### src/rtl/svm_seq_pkg.sv
package svm_seq_pkg;
  localparam int unsigned N_SECT  = 6;
  localparam int unsigned N_STEP  = 5;
  localparam int unsigned N_THR   = 4;
  localparam int unsigned ENTRIES = N_SECT * N_SECT * N_STEP;

  typedef logic [1:0] phase_t;
  typedef logic [5:0] word_t;

  // input phase on the positive rail for current vector idx (0-based)
  function automatic phase_t rail_pos(input int unsigned idx);
    case (idx)
      0: return 2'd1;
      1: return 2'd2;
      2: return 2'd2;
      3: return 2'd3;
      4: return 2'd3;
      default: return 2'd1;
    endcase
  endfunction

  function automatic phase_t rail_neg(input int unsigned idx);
    case (idx)
      0: return 2'd3;
      1: return 2'd3;
      2: return 2'd1;
      3: return 2'd1;
      4: return 2'd2;
      default: return 2'd2;
    endcase
  endfunction

  // bit 2 = output 1 ... bit 0 = output 3, 1 = positive rail
  function automatic logic [2:0] inv_pattern(input int unsigned idx);
    case (idx)
      0: return 3'b100;
      1: return 3'b110;
      2: return 3'b010;
      3: return 3'b011;
      4: return 3'b001;
      default: return 3'b101;
    endcase
  endfunction

  function automatic word_t pair_word(input int unsigned cur, input int unsigned vol);
    word_t w;
    logic [2:0] pat;
    pat = inv_pattern(vol);
    for (int o = 0; o < 3; o++) begin
      w[5-2*o -: 2] = pat[2-o] ? rail_pos(cur) : rail_neg(cur);
    end
    return w;
  endfunction

  function automatic word_t zero_word(input int unsigned cur, input int unsigned vol);
    logic [2:0] pat;
    phase_t     ph;
    pat = inv_pattern(vol);
    ph  = ($countones(pat) >= 2) ? rail_pos(cur) : rail_neg(cur);
    return {ph, ph, ph};
  endfunction

  function automatic word_t table_word(input int unsigned addr);
    int unsigned s_in, s_out, step, va, vb, vc, vd;
    s_in  = addr / (N_SECT * N_STEP);
    s_out = (addr % (N_SECT * N_STEP)) / N_STEP;
    step  = addr % N_STEP;
    va = (s_in + N_SECT - 1) % N_SECT;
    vb = s_in;
    vc = s_out;
    vd = (s_out + 1) % N_SECT;
    case (step)
      0: return pair_word(va, vc);
      1: return pair_word(va, vd);
      2: return pair_word(vb, vd);
      3: return pair_word(vb, vc);
      default: return zero_word(vb, vc);
    endcase
  endfunction
endpackage

### src/rtl/svm_period_timer.sv
module svm_period_timer #(
  parameter int unsigned PERIOD = 5000,
  parameter int unsigned CNT_W  = $clog2(PERIOD)
) (
  input  logic             clk_i,
  input  logic             rst_ni,
  output logic [CNT_W-1:0] cnt_o,
  output logic             wrap_o
);
  localparam logic [CNT_W-1:0] LAST = CNT_W'(PERIOD - 1);

  logic [CNT_W-1:0] cnt_q;

  // reset parks on the last count so the first edge opens a period
  always_ff @(posedge clk_i or negedge rst_ni) begin
    if (!rst_ni)            cnt_q <= LAST;
    else if (cnt_q == LAST) cnt_q <= '0;
    else                    cnt_q <= cnt_q + 1'b1;
  end

  assign cnt_o  = cnt_q;
  assign wrap_o = (cnt_q == LAST);


  period_wrap_chk: assert property (@(posedge clk_i) disable iff (!rst_ni)
    (cnt_q == LAST) |=> (cnt_q == '0));
endmodule

### src/rtl/svm_interval_gen.sv
module svm_interval_gen #(
  parameter int unsigned PERIOD = 5000,
  parameter int unsigned CNT_W  = $clog2(PERIOD),
  parameter int unsigned DUTY_W = $clog2(PERIOD),
  parameter int unsigned N_THR  = 4,
  parameter int unsigned STEP_W = $clog2(N_THR + 1)
) (
  input  logic                         clk_i,
  input  logic                         rst_ni,
  input  logic                         load_i,
  input  logic [N_THR-1:0][DUTY_W-1:0] dur_i,
  input  logic [CNT_W-1:0]             cnt_i,
  output logic [STEP_W-1:0]            step_o
);
  localparam int unsigned THR_W = $clog2(PERIOD + 1);
  localparam int unsigned SUM_W = DUTY_W + $clog2(N_THR) + 1;

  logic [THR_W-1:0] thr_d [N_THR];
  logic [THR_W-1:0] thr_q [N_THR];
  logic [SUM_W-1:0] acc   [N_THR];

  // running sums, capped at the period end
  generate
    for (genvar k = 0; k < N_THR; k++) begin : g_thr
      if (k == 0) begin : g_first
        assign acc[k] = SUM_W'(dur_i[k]);
      end else begin : g_next
        assign acc[k] = acc[k-1] + SUM_W'(dur_i[k]);
      end
      assign thr_d[k] = (acc[k] >= SUM_W'(PERIOD)) ? THR_W'(PERIOD) : THR_W'(acc[k]);

      always_ff @(posedge clk_i or negedge rst_ni) begin
        if (!rst_ni)     thr_q[k] <= '0;
        else if (load_i) thr_q[k] <= thr_d[k];
      end
    end
  endgenerate

  // step = number of compare events already passed
  always_comb begin
    step_o = '0;
    for (int k = 0; k < N_THR; k++) begin
      step_o = step_o + STEP_W'(THR_W'(cnt_i) >= thr_q[k]);
    end
  end


  step_mono_chk: assert property (@(posedge clk_i) disable iff (!rst_ni)
    !load_i |=> (step_o >= $past(step_o)));


  thr_hold_chk: assert property (@(posedge clk_i) disable iff (!rst_ni)
    !load_i |=> ($stable(thr_q[0]) && $stable(thr_q[N_THR-1])));
endmodule

### src/rtl/svm_pair_rom.sv
module svm_pair_rom
  import svm_seq_pkg::*;
#(
  parameter int unsigned DEPTH  = ENTRIES,
  parameter int unsigned ADDR_W = $clog2(DEPTH)
) (
  input  logic [ADDR_W-1:0] addr_i,
  output word_t             word_o
);
  word_t tbl [DEPTH];

  generate
    for (genvar i = 0; i < DEPTH; i++) begin : g_ent
      assign tbl[i] = table_word(i);
    end
  endgenerate

  assign word_o = (32'(addr_i) < DEPTH) ? tbl[addr_i] : '0;
endmodule

### src/rtl/svm_phase_seq.sv
module svm_phase_seq
  import svm_seq_pkg::*;
#(
  parameter int unsigned PERIOD = 5000,
  parameter int unsigned DUTY_W = $clog2(PERIOD)
) (
  input  logic              clk_i,
  input  logic              rst_ni,
  input  logic [2:0]        in_sect_i,
  input  logic [2:0]        out_sect_i,
  input  logic [DUTY_W-1:0] dur_ac_i,
  input  logic [DUTY_W-1:0] dur_ad_i,
  input  logic [DUTY_W-1:0] dur_bd_i,
  input  logic [DUTY_W-1:0] dur_bc_i,
  output logic [5:0]        sel_o,
  output logic              sel_chg_o
);
  localparam int unsigned CNT_W  = $clog2(PERIOD);
  localparam int unsigned STEP_W = $clog2(N_THR + 1);
  localparam int unsigned ADDR_W = $clog2(ENTRIES);

  logic [CNT_W-1:0]             cnt;
  logic                         wrap;
  logic [STEP_W-1:0]            step;
  logic [N_THR-1:0][DUTY_W-1:0] dur;
  logic [2:0]                   in_q, out_q, in_nx, out_nx;
  logic [ADDR_W-1:0]            base_q, base_d, ptr;
  logic                         run_q;
  word_t                        word, prev_q;

  assign dur = {dur_bc_i, dur_bd_i, dur_ad_i, dur_ac_i};

  svm_period_timer #(.PERIOD(PERIOD), .CNT_W(CNT_W)) u_timer (
    .clk_i  (clk_i),
    .rst_ni (rst_ni),
    .cnt_o  (cnt),
    .wrap_o (wrap)
  );

  svm_interval_gen #(
    .PERIOD(PERIOD), .CNT_W(CNT_W), .DUTY_W(DUTY_W), .N_THR(N_THR), .STEP_W(STEP_W)
  ) u_intv (
    .clk_i  (clk_i),
    .rst_ni (rst_ni),
    .load_i (wrap),
    .dur_i  (dur),
    .cnt_i  (cnt),
    .step_o (step)
  );

  // out-of-range sector codes keep the previous period's sector
  assign in_nx  = (in_sect_i  < 3'(N_SECT)) ? in_sect_i  : in_q;
  assign out_nx = (out_sect_i < 3'(N_SECT)) ? out_sect_i : out_q;
  assign base_d = ADDR_W'(N_STEP) * ADDR_W'(out_nx)
                + ADDR_W'(N_STEP * N_SECT) * ADDR_W'(in_nx);

  always_ff @(posedge clk_i or negedge rst_ni) begin
    if (!rst_ni) begin
      in_q   <= '0;
      out_q  <= '0;
      base_q <= '0;
      run_q  <= 1'b0;
    end else if (wrap) begin
      in_q   <= in_nx;
      out_q  <= out_nx;
      base_q <= base_d;
      run_q  <= 1'b1;
    end
  end

  assign ptr = base_q + ADDR_W'(step);

  svm_pair_rom #(.DEPTH(ENTRIES), .ADDR_W(ADDR_W)) u_rom (
    .addr_i (ptr),
    .word_o (word)
  );

  assign sel_o = run_q ? word : '0;

  always_ff @(posedge clk_i or negedge rst_ni) begin
    if (!rst_ni) prev_q <= '0;
    else         prev_q <= sel_o;
  end

  assign sel_chg_o = (sel_o != prev_q);


  sel_field_chk: assert property (@(posedge clk_i) disable iff (!rst_ni)
    run_q |-> ((sel_o[5:4] != 2'b00) && (sel_o[3:2] != 2'b00) && (sel_o[1:0] != 2'b00)));


  sect_range_chk: assert property (@(posedge clk_i) disable iff (!rst_ni)
    (in_q < 3'(N_SECT)) && (out_q < 3'(N_SECT)));


  ptr_range_chk: assert property (@(posedge clk_i) disable iff (!rst_ni)
    32'(ptr) < ENTRIES);


  base_hold_chk: assert property (@(posedge clk_i) disable iff (!rst_ni)
    !wrap |=> $stable(base_q));
endmodule

### config.mk
export PLATFORM = sky130hd
export DESIGN_NAME = svm_phase_seq
export DESIGN_NICKNAME = d
export VERILOG_FILES = /design/src/rtl/svm_seq_pkg.sv /design/src/rtl/svm_period_timer.sv /design/src/rtl/svm_interval_gen.sv /design/src/rtl/svm_pair_rom.sv /design/src/rtl/svm_phase_seq.sv
export SDC_FILE = /design/constraint.sdc
export NUM_CORES = 1
export LEC_CHECK = 0
export ABC_AREA = 1
export BUFFER_PORTS_ARGS = -buffer_cell sky130_fd_sc_hd__buf_2
export CORE_MARGIN = 10
export CORE_UTILIZATION = 55
export CTS_CLUSTER_DIAMETER = 50
export DETAILED_ROUTE_END_ITERATION = 7
export PLACE_DENSITY = 0.84
export SLEW_MARGIN = 30
export SYNTH_ARGS = -nofsm -noshare
export SYNTH_HDL_FRONTEND = slang
export SYNTH_SLANG_ARGS = --single-unit
### constraint.sdc
create_clock -name clk_i -period 6.7 [get_ports clk_i]
set_input_delay 0.67 -clock clk_i [delete_from_list [all_inputs] [get_ports clk_i]]
set_output_delay 0.67 -clock clk_i [all_outputs]
set_load 0.01 [all_outputs]
==> impl_metrics.ini, run 1 <==
[outcome]
status = finished, final reports clean

[pwr]
pwr-share-clk_pct = 27.1
ir_worst_vdd_mv = 0.358
p_leak_nw = 5.92
power_switching_mw = 0.851
switching_share_pct = 42.2
power_mw = 2.02
power_frac_seq_pct = 26.0
p_comb_share_pct = 46.9
internal_power_mw = 1.16
powerDensity_nw_per_um2 = 196

[detailed_routing]
vias_per_cell = 5.70
wl_per_cell_um = 16.6
drc = 0
drtAntennaViolNets = 0
vias = 9677
initialDrtViolationCount = 1090
routed_wl_mm = 28.3
first_pass_iters = 5

[placed_design]
port_buffers = 66
dp_slack_ns = 0.434
dp_cells = 1676
hpwlAfterDp_mm = 22.0
gp_congestion = 1.00

[yosys]
ys_warn_count = 0
ys_top_cells_by_area = dfrtp_1 21%, ha_1 17%, nand2_1 15%
synth-seq-cells = 85
syn_area_sq_um = 9400
synthArstFlopShare_pct = 100
yosysSeqAreaShare_pct = 22.7
syn_nets = 1607
syn_area_per_cell_sq_um = 6.66
synthFlopType = dfrtp_1
synth_top_area_share_pct = 20.8
synth_edf_count = 0
synthCells = 1412
synth_top_area_cell = dfrtp_1
synth_cell_types = 47

[sta]
slew_headroom_pct = 42.7
grt_setup_unrepaired = false
setup_ws_ns = 0.383
fin_setup_tns_ns = 0
min_period_ns = 6.32
finalClockSkew_ns = 0.0114
finalSetupViolCount = 0
worstMarginPinSlew_ns = 0.859
hold_violations = 0
max_clock_freq_mhz = 158
fin_crit_sh_pct = 94.3
drv_slew = 0

[floorplan]
fp-row-count = 47
io_pins = 67
core_sq_um = 16600
die_y_um = 151
die_x_um = 151
initial_utilization_pct = 56.5
die_area_sq_um = 22700

[cts]
htree_levels = 3
insertion_delay_ns = 0.35
cts_tree = done
path_clk_slew_ns = 0.07
clock_path_buffers = 2
numCtsBuffers = 9
cts_root_buf = clkbuf_16
cts_hold_buf = 0
clock_sinks = 85

[critical_path]
cp_common_cell = nand2_1
reg2reg_slack_ns = 1.68
startpoint_type = flop
path_class = reg -> out
cpPeakStageDelay_ns = 0.65
critPathRequiredTime_ns = 6.03
critPathSlowestCell = fa_2
worstRegToRegCells = 25
crit_arrival_ns = 5.65
critPathMaxFanout = 8
r2r_end = prev_q[4]
cp-end-kind = output pin
r2r-start = u_timer.cnt_o[2]

[global_routing]
grt_pass1_wl_mm = 45.0
grt_max_degree = 68
first_global_vias = 9196
grt_overflow = 0
antenna_found_initial = 0
grtUsageTotal_pct = 24.3

[final_layout]
finalNetCount = 1668
drive_above_1_share_pct = 9.88
final_cell_count_no_fill = 1698
antennaDiodeCount = 0
syn_to_final_growth_pct = 9.41
utilization_pct = 61.8

[flow_run]
drv_cap = 0

[min_path]
holdCritPathClass = in -> async
==> cell families after synthesis <==
group / after synthesis / synth area share, %
compound gates: 190 / 11.1
simple gates: 709 / 32.8
xor+xnor: 36 / 3.43
flops: 85 / 22.7
mux: 2 / 0.213
fa+ha+maj: 135 / 18.8
buf+inv: 255 / 10.9
==> state kept, by name, summed over array words and instances, names as in the netlist <==
| register | count |
|---|---|
| u_intv.thr_q | 52 |
| u_timer.cnt_o | 13 |
| base_q | 7 |
| prev_q | 6 |
| in_q | 3 |
| out_q | 3 |
| run_q | 1 |
==> Yosys cell counts, types with 2 or more instances <==
cell type	count
nor3_1	14
nor2_1	96
o21bai_1	2
inv_1	216
nor4_1	3
buf_2	9
a31oi_1	6
fa_1	11
nand3b_1	6
nand3_1	150
xnor2_1	11
xor2_1	24
nand2_2	3
nand4_1	30
a21oi_1	78
buf_6	4
inv_2	4
mux2i_1	2
ha_1	124
o21ai_1	10
buf_4	7
nand2_1	385
nand3_2	6
o21ai_0	69
o311ai_0	2
or2_2	8
dfstp_2	7
clkbuf_1	13
o41ai_1	2
a21o_1	4
nor2_2	2
nand2_4	3
o22ai_1	9
dfrtp_1	78
o221a_2	2
==> metrics by stage <==
stage          area [sq um]  hold WS (ns)
2_1_floorplan          9400         0.374
3_3_place_gp           9910         0.463
3_5_place_dp           9910         0.470
4_1_cts               10200         0.189
5_1_grt               10300         0.196
6_report              10300         0.182
==> power by group through the flow <==
stage	registers [mW]	clock network, mW	logic [mW]
6_report	0.524	0.546	0.945
5_1_grt	0.525	0.570	1.05
4_1_cts	0.524	0.549	0.927
3_5_place_dp	0.534	0	0.919
3_3_place_gp	0.533	0	0.906
2_1_floorplan	0.533	0	0.686
==> timing repair <==
| action | 4_1_cts | 5_1_grt |
|---|---|---|
| setup buffers | 0 | 6 |
| gates resized for setup | 0 | 5 |
| endpoints found under the setup margin | 0 | 7 |
| endpoints found under the hold margin | 0 | 0 |
==> worst max-delay path by stage <==
| stage | cells past startpoint | slack, ns | startpoint | to |
|---|---|---|---|---|
| after floorplan | 28 | 1.31 | u_timer.cnt_o[0] | sel_chg_o |
| after global placement | 29 | 0.50 | u_timer.cnt_o[2] | sel_chg_o |
| after detailed placement | 29 | 0.43 | u_timer.cnt_o[2] | sel_chg_o |
| after CTS | 29 | 0.04 | u_timer.cnt_o[2] | sel_chg_o |
| after global routing | 31 | 0.07 | u_timer.cnt_o[2] | sel_chg_o |
| final | 29 | 0.38 | u_timer.cnt_o[2] | sel_chg_o |
==> per-layer routing <==
metal | global-route usage, % | share of wire [%] | vias up
li1 | - | - | 4717
met1 | 31.2 | 43 | 4474
met2 | 40.4 | 46 | 425
met3 | 3.75 | 8.0 | 61
met4 | 9.14 | 3.0 | 0
met5 | 0 | 0 | -
==> cell usage in the layout (no fill, tap or decap), types with 3 or more instances in the layout <==
master,count
inv_1,216
o21ai_0,69
buf_2,66
nand3_1,150
o22ai_1,9
xor2_1,24
or2_2,8
nand3b_1,6
a21oi_1,77
a21o_1,4
xnor2_1,11
clkbuf_16,9
ha_1,123
a31oi_1,6
inv_2,4
fa_1,9
dfrtp_1,78
nand4_1,30
nand3_2,6
buf_4,17
dfstp_2,7
nor2_1,96
nand2_1,384
o21ai_1,10
nor3_1,14
nand2_4,3
nand2_2,4
==> final cells by class <==
cell class	instances	area, sq um
Inverter	222	836
Clock buffer	9	225
Sequential cell	85	2140
Timing Repair Buffer	83	458
Fill cell	1500	6350
Tap cell	220	275
Multi-Input combinational cell	1072	6260
Clock inverter	7	97.6
==> worst max-delay path, delay by kind of cell (launching register included) <==
kind,cells,cell delay [ns]
and+or+nand+nor,14,1.35
DFF,1,0.63
AOI/OAI and AO/OA,6,0.79
buffers and inverters,4,0.45
adders and majority gates,5,2.09
Note: power is estimated with default switching activity, not from simulation.
==> run 2: changes to the inputs <==
--- a/config.mk
+++ b/config.mk
@@ -11,7 +11,7 @@
 export CORE_UTILIZATION = 55
 export CTS_CLUSTER_DIAMETER = 50
 export DETAILED_ROUTE_END_ITERATION = 7
-export PLACE_DENSITY = 0.84
+export PLACE_DENSITY = 0.74
 export SLEW_MARGIN = 30
 export SYNTH_ARGS = -nofsm -noshare
 export SYNTH_HDL_FRONTEND = slang
==> run 2 against run 1 <==
Die area unchanged. Largest cell class unchanged. Core utilization unchanged. Wire length down 2.1%. Clock skew down 0.0016 ns.
==> impl_metrics.ini, run 2 (synthesis gave the netlist of run 1 again) <==
[outcome]
status = finished, final reports clean

[critical_path]
crit_start = u_timer.cnt_o[0]
reg2reg_slack_ns = 1.67
critPathMaxFanout = 6
crit_arrival_ns = 5.63
critPathRequiredTime_ns = 6.03
path_class = reg -> out
cp_common_cell = nor2_1
cp-end-kind = output pin
critPathSlowestCell = dfstp_2
r2r-start = u_timer.cnt_o[0]
startpoint_type = flop
cpPeakStageDelay_ns = 0.55

[floorplan]
io_pins = 67
core_sq_um = 16600
die_area_sq_um = 22700
initial_utilization_pct = 56.5
die_x_um = 151
die_y_um = 151
fp-row-count = 47

[pwr]
ir_worst_vdd_mv = 0.295
pwr-share-clk_pct = 26.1
switching_share_pct = 43.6
power_switching_mw = 0.876
power_frac_seq_pct = 26.1
powerDensity_nw_per_um2 = 195
internal_power_mw = 1.13
p_leak_nw = 5.94
p_comb_share_pct = 47.8

[cts]
insertion_delay_ns = 0.36
clock_sinks = 85
path_clk_slew_ns = 0.07
clock_path_buffers = 2
htree_levels = 3
cts_root_buf = clkbuf_16
numCtsBuffers = 9
cts_tree = done

[detailed_routing]
drtAntennaViolNets = 0
routed_wl_mm = 27.7
wl_per_cell_um = 16.3
drc = 0
vias = 9437
vias_per_cell = 5.56
first_pass_iters = 6
initialDrtViolationCount = 950

[placed_design]
dp_cells = 1675
hpwlAfterDp_mm = 21.6
gp_congestion = 1.02
port_buffers = 66

[final_layout]
top_register = u_intv.thr_q
final_cell_count_no_fill = 1697
seqCellArea_sq_um = 2140
drive_above_1_share_pct = 9.95
syn_to_final_growth_pct = 9.41
utilization_pct = 61.8
finalNetCount = 1667
layout_common_cells = 384 x nand2_1, 216 x inv_1, 148 x nand3_1
antennaDiodeCount = 0
num-fill-cells = 1584
largest_reg_flops = 52
multiInputGateArea_sq_um = 6280
final_common_cell = nand2_1

[sta]
min_period_ns = 6.30
finalClockSkew_ns = 0.00986
hold_violations = 0
slew_headroom_pct = 45.3
fin_crit_sh_pct = 94.1
worstMarginPinSlew_ns = 0.819
drv_slew = 0
finalSetupViolCount = 0
timing.hold.ws_ns = 0.235
max_clock_freq_mhz = 159

[global_routing]
grt_pass1_wl_mm = 45.4
grt_overflow = 0
grt_max_degree = 55
antenna_found_initial = 0
grtUsageTotal_pct = 24.6
first_global_vias = 9102

[min_path]
holdCritPathClass = in -> async

[flow_run]
drv_cap = 0
run 2: cell count changes in the layout (fill, tap and decap cells not counted), moves of 2 or more:
cell,delta
nand3_1,-2
nand3_2,+2
inv_6,+2
dfrtp_1,-2
dfrtp_2,+2
run 2: through the flow:
stage                     setup slack (ns)  setup TNS, ns  instance area [sq um]  power, mW
final                                0.398              0                  10300       2.01
after global placement               0.621              0                   9910       1.46
after global routing              -0.00868       -0.00868                  10300       2.15
after CTS                            0.130              0                  10200       1.99
after detailed placement             0.558              0                   9910       1.47
after floorplan                       1.31              0                   9400       1.22
run 2: worst paths after layout:
kind | depth (start not counted) | endpoint
min in group clk_i | 2 | in_q[1]
hold / removal | 1 | u_intv.thr_q[13]
setup reg to reg | 27 | prev_q[5]
hold reg to reg | 2 | in_q[1]
max in group asynchronous | 2 | base_q[6]
setup / recovery | 30 | sel_chg_o
run 2: repair_timing:
item,4_1_cts,5_1_grt
endpoints found under the hold margin,0,0
setup endpoints to repair,0,7
resized for setup,0,9
hold buffers,0,0
buffers inserted,0,6
run 2: per-layer routing:
layer	global-route usage (%)	wire [um]	vias to the layer above
met5	0	0	-
met4	7.60	662	0
met3	4.86	2100	58
met2	37.9	12100	388
met1	33.9	12800	4281
li1	-	-	4710
run 2: final cells by class:
| class | count | area share (%) |
|---|---|---|
| well taps | 220 | 2.68 |
| flip-flops and latches | 85 | 20.8 |
| repair buffers | 82 | 4.40 |
| clock buffers | 9 | 2.19 |
| inverters | 222 | 8.15 |
| multi-input cells | 1072 | 61.0 |
| clock inverters | 7 | 0.778 |
run 2: power by group through the flow:
stage	combinational (mW)	sequential (mW)	clock [mW]
floorplan	0.686	0.533	0
global placement	0.925	0.534	0
detailed placement	0.934	0.534	0
CTS	0.939	0.524	0.531
global route	1.07	0.525	0.557
finish	0.959	0.524	0.524
run 2: worst max-delay path: cells and delay by family, from the launching register on:
family | cells | cell delay (ns)
compound gates | 5 | 0.58
fa+ha+maj | 5 | 2.08
buf+inv | 5 | 0.59
flops | 1 | 0.55
simple gates | 15 | 1.49
==> run 3: changes to the inputs <==
--- a/config.mk
+++ b/config.mk
@@ -5,7 +5,6 @@
 export SDC_FILE = /design/constraint.sdc
 export NUM_CORES = 1
 export LEC_CHECK = 0
-export ABC_AREA = 1
 export BUFFER_PORTS_ARGS = -buffer_cell sky130_fd_sc_hd__buf_2
 export CORE_MARGIN = 10
 export CORE_UTILIZATION = 55
==> run 3 against run 2 <==
The run now ends with negative setup slack left. Synthesized area grew 0.49%. Global-route usage grew 0.56 points. Non-clock buffer count is 73 higher. Via count decreased by 0.18%. Register-to-register slack worse by 0.73 ns. Clock-buffer cell count increased by 3. Clock skew is essentially flat. Cell count decreased by 13%. Hold slack worse by 0.018 ns. Sequential power rose by 5.9%. Core utilization up 5.3 points. Highest routed layer unchanged.
==> impl_metrics.ini, run 3 <==
[min_path]
holdCritPathClass = in -> async

[cts]
path_clk_slew_ns = 0.06
cts_root_buf = clkbuf_16
htree_levels = 3
clock_sinks = 85
numCtsBuffers = 9
insertion_delay_ns = 0.34
cts_tree = done
clock_path_buffers = 2

[yosys]
syn_area_sq_um = 9450
synth_top_area_cell = dfrtp_1
ys_warn_count = 0
yosysSeqAreaShare_pct = 22.6
synth_edf_count = 0
synth_common_cells = 124 x ha_1, 102 x inv_1, 100 x nand2_1
ys_top_cells_by_area = dfrtp_1 21%, ha_1 16%, inv_1 4.1%
synth_cell_types = 91
synth.most_common_cell = ha_1
synthFlopType = dfrtp_1
synthCells = 1138
synth_top_area_share_pct = 20.7
syn_area_per_cell_sq_um = 8.30
syn_nets = 1333
synth-seq-cells = 85
synthArstFlopShare_pct = 100

[flow_run]
drv_cap = 0

[critical_path]
r2r-start = u_timer.cnt_o[1]
cp-end-kind = output pin
worstRegToRegCells = 27
critPathSlowestCell = dfstp_2
crit_arrival_ns = 6.18
reg2reg_slack_ns = 0.94
cp_common_cell = o21a_1
crit_start = u_timer.cnt_o[1]
path_class = reg -> out
startpoint_type = flop
cpPeakStageDelay_ns = 0.61
r2r_end = prev_q[5]
critPathRequiredTime_ns = 6.03
critPathMaxFanout = 6

[sta]
fin_setup_tns_ns = -0.258
worstMarginPinSlew_ns = 0.957
grt_setup_unrepaired = true
max_clock_freq_mhz = 146
slew_headroom_pct = 36.2
finalClockSkew_ns = 0.00950
fin_crit_sh_pct = 102
finalSetupViolCount = 2
drv_slew = 0
hold_violations = 0
setup_ws_ns = -0.148
min_period_ns = 6.85

[detailed_routing]
initialDrtViolationCount = 1019
vias = 9420
drtAntennaViolNets = 0
routed_wl_mm = 29.3
wl_per_cell_um = 19.9
route.met3.wl_mm = 1.77
vias_per_cell = 6.39
wl_met1_mm = 12.2
drc = 0
first_pass_iters = 5
top_layer_used = met4
wl_met2_mm = 13.9

[placed_design]
port_buffers = 66
postPlaceCellArea_sq_um = 10400
hpwlAfterDp_mm = 22.0
gp_congestion = 1.06
dp_slack_ns = -0.0922

[floorplan]
fp-row-count = 47
core_sq_um = 16700
die_y_um = 151
initial_utilization_pct = 56.6
die_x_um = 151
die_area_sq_um = 22800
io_pins = 67

[outcome]
failed_checks = negative setup slack
status = finished with violations

[final_layout]
top_register = u_intv.thr_q
num-fill-cells = 1408
largest_reg_flops = 52
antennaDiodeCount = 0
finalNetCount = 1444
layout_common_cells = 116 x ha_1, 100 x inv_1, 98 x nand2_1
seqCellArea_sq_um = 2140
final_common_cell = ha_1
multiInputGateArea_sq_um = 6990
drive_above_1_share_pct = 20.7
finish.instance_area_sq_um = 11200
syn_to_final_growth_pct = 18.6

[global_routing]
grt_overflow = 0
antenna_found_initial = 0
grt_max_degree = 64
grt_pass1_wl_mm = 46.7
grtUsageTotal_pct = 25.2
first_global_vias = 9127

[pwr]
p_leak_nw = 5.37
powerDensity_nw_per_um2 = 176
ir_worst_vdd_mv = 0.281
==> run 3: layout make-up <==
| class | count | area share, % |
|---|---|---|
| Clock buffer | 12 | 2.29 |
| Timing Repair Buffer | 155 | 9.74 |
| Multi-Input combinational cell | 894 | 62.4 |
| Inverter | 104 | 3.53 |
| Sequential cell | 85 | 19.1 |
| Clock inverter | 4 | 0.491 |
| Tap cell | 220 | 2.46 |
==> run 3: cells by family (layout without fill, tap and decap cells) <==
logic type	count (synthesis)	count (layout)	synth area share, %
compound gates	340	340	25.5
xor+xnor	51	51	4.93
fa+ha+maj	135	135	18.8
buf+inv	159	275	6.99
flops	85	85	22.6
mux	27	27	2.97
simple gates	341	341	18.3
==> run 3: worst max-delay path by stage <==
stage / end / slack, ns / cells after the start
2_1_floorplan: sel_chg_o / 0.04 / 26
3_3_place_gp: sel_chg_o / 0.03 / 26
3_5_place_dp: sel_chg_o / -0.09 / 26
4_1_cts: sel_chg_o / -0.08 / 26
5_1_grt: sel_chg_o / -0.34 / 26
6_report: sel_o[5] / -0.15 / 28
==> run 3: critical path: cells and delay by family, from the launching register on <==
family | cells | cell delay [ns]
buf+inv | 6 | 0.79
simple gates | 5 | 0.92
compound gates | 10 | 1.41
flops | 1 | 0.61
mux | 2 | 0.40
fa+ha+maj | 5 | 1.69
==> run 3: where the power goes <==
part | switching [mW] | leakage [nW] | total [mW] | internal, mW
Clock | 0.210 | 0.149 | 0.522 | 0.311
Combinational | 0.551 | 4.31 | 0.901 | 0.349
Sequential | 0.0142 | 0.913 | 0.555 | 0.541
==> run 3: timing repair <==
item                       4_1_cts  5_1_grt
pin swaps                       20       33
cloned                           0        0
gates resized for setup         36       46
setup buffers                    9        7
hold buffers                     0        0
setup endpoints to repair        4        7
==> run 3: per-layer routing <==
metal,up-vias,track usage (%)
li1,4432,-
met1,4465,31.7
met2,414,40.9
met3,109,3.25
met4,0,14.0
met5,-,0
==> run 3: stage by stage <==
stage | hold WS [ns] | util [%] | std cells | total power, mW
after CTS | 0.217 | 65.3 | 1467 | 1.97
after global placement | 0.459 | 62.3 | 1443 | 1.42
after floorplan | 0.374 | - | 1138 | 1.21
after global routing | 0.232 | 67.1 | 1474 | 2.10
after detailed placement | 0.462 | 62.3 | 1443 | 1.44
final | 0.217 | 67.1 | 1474 | 1.98
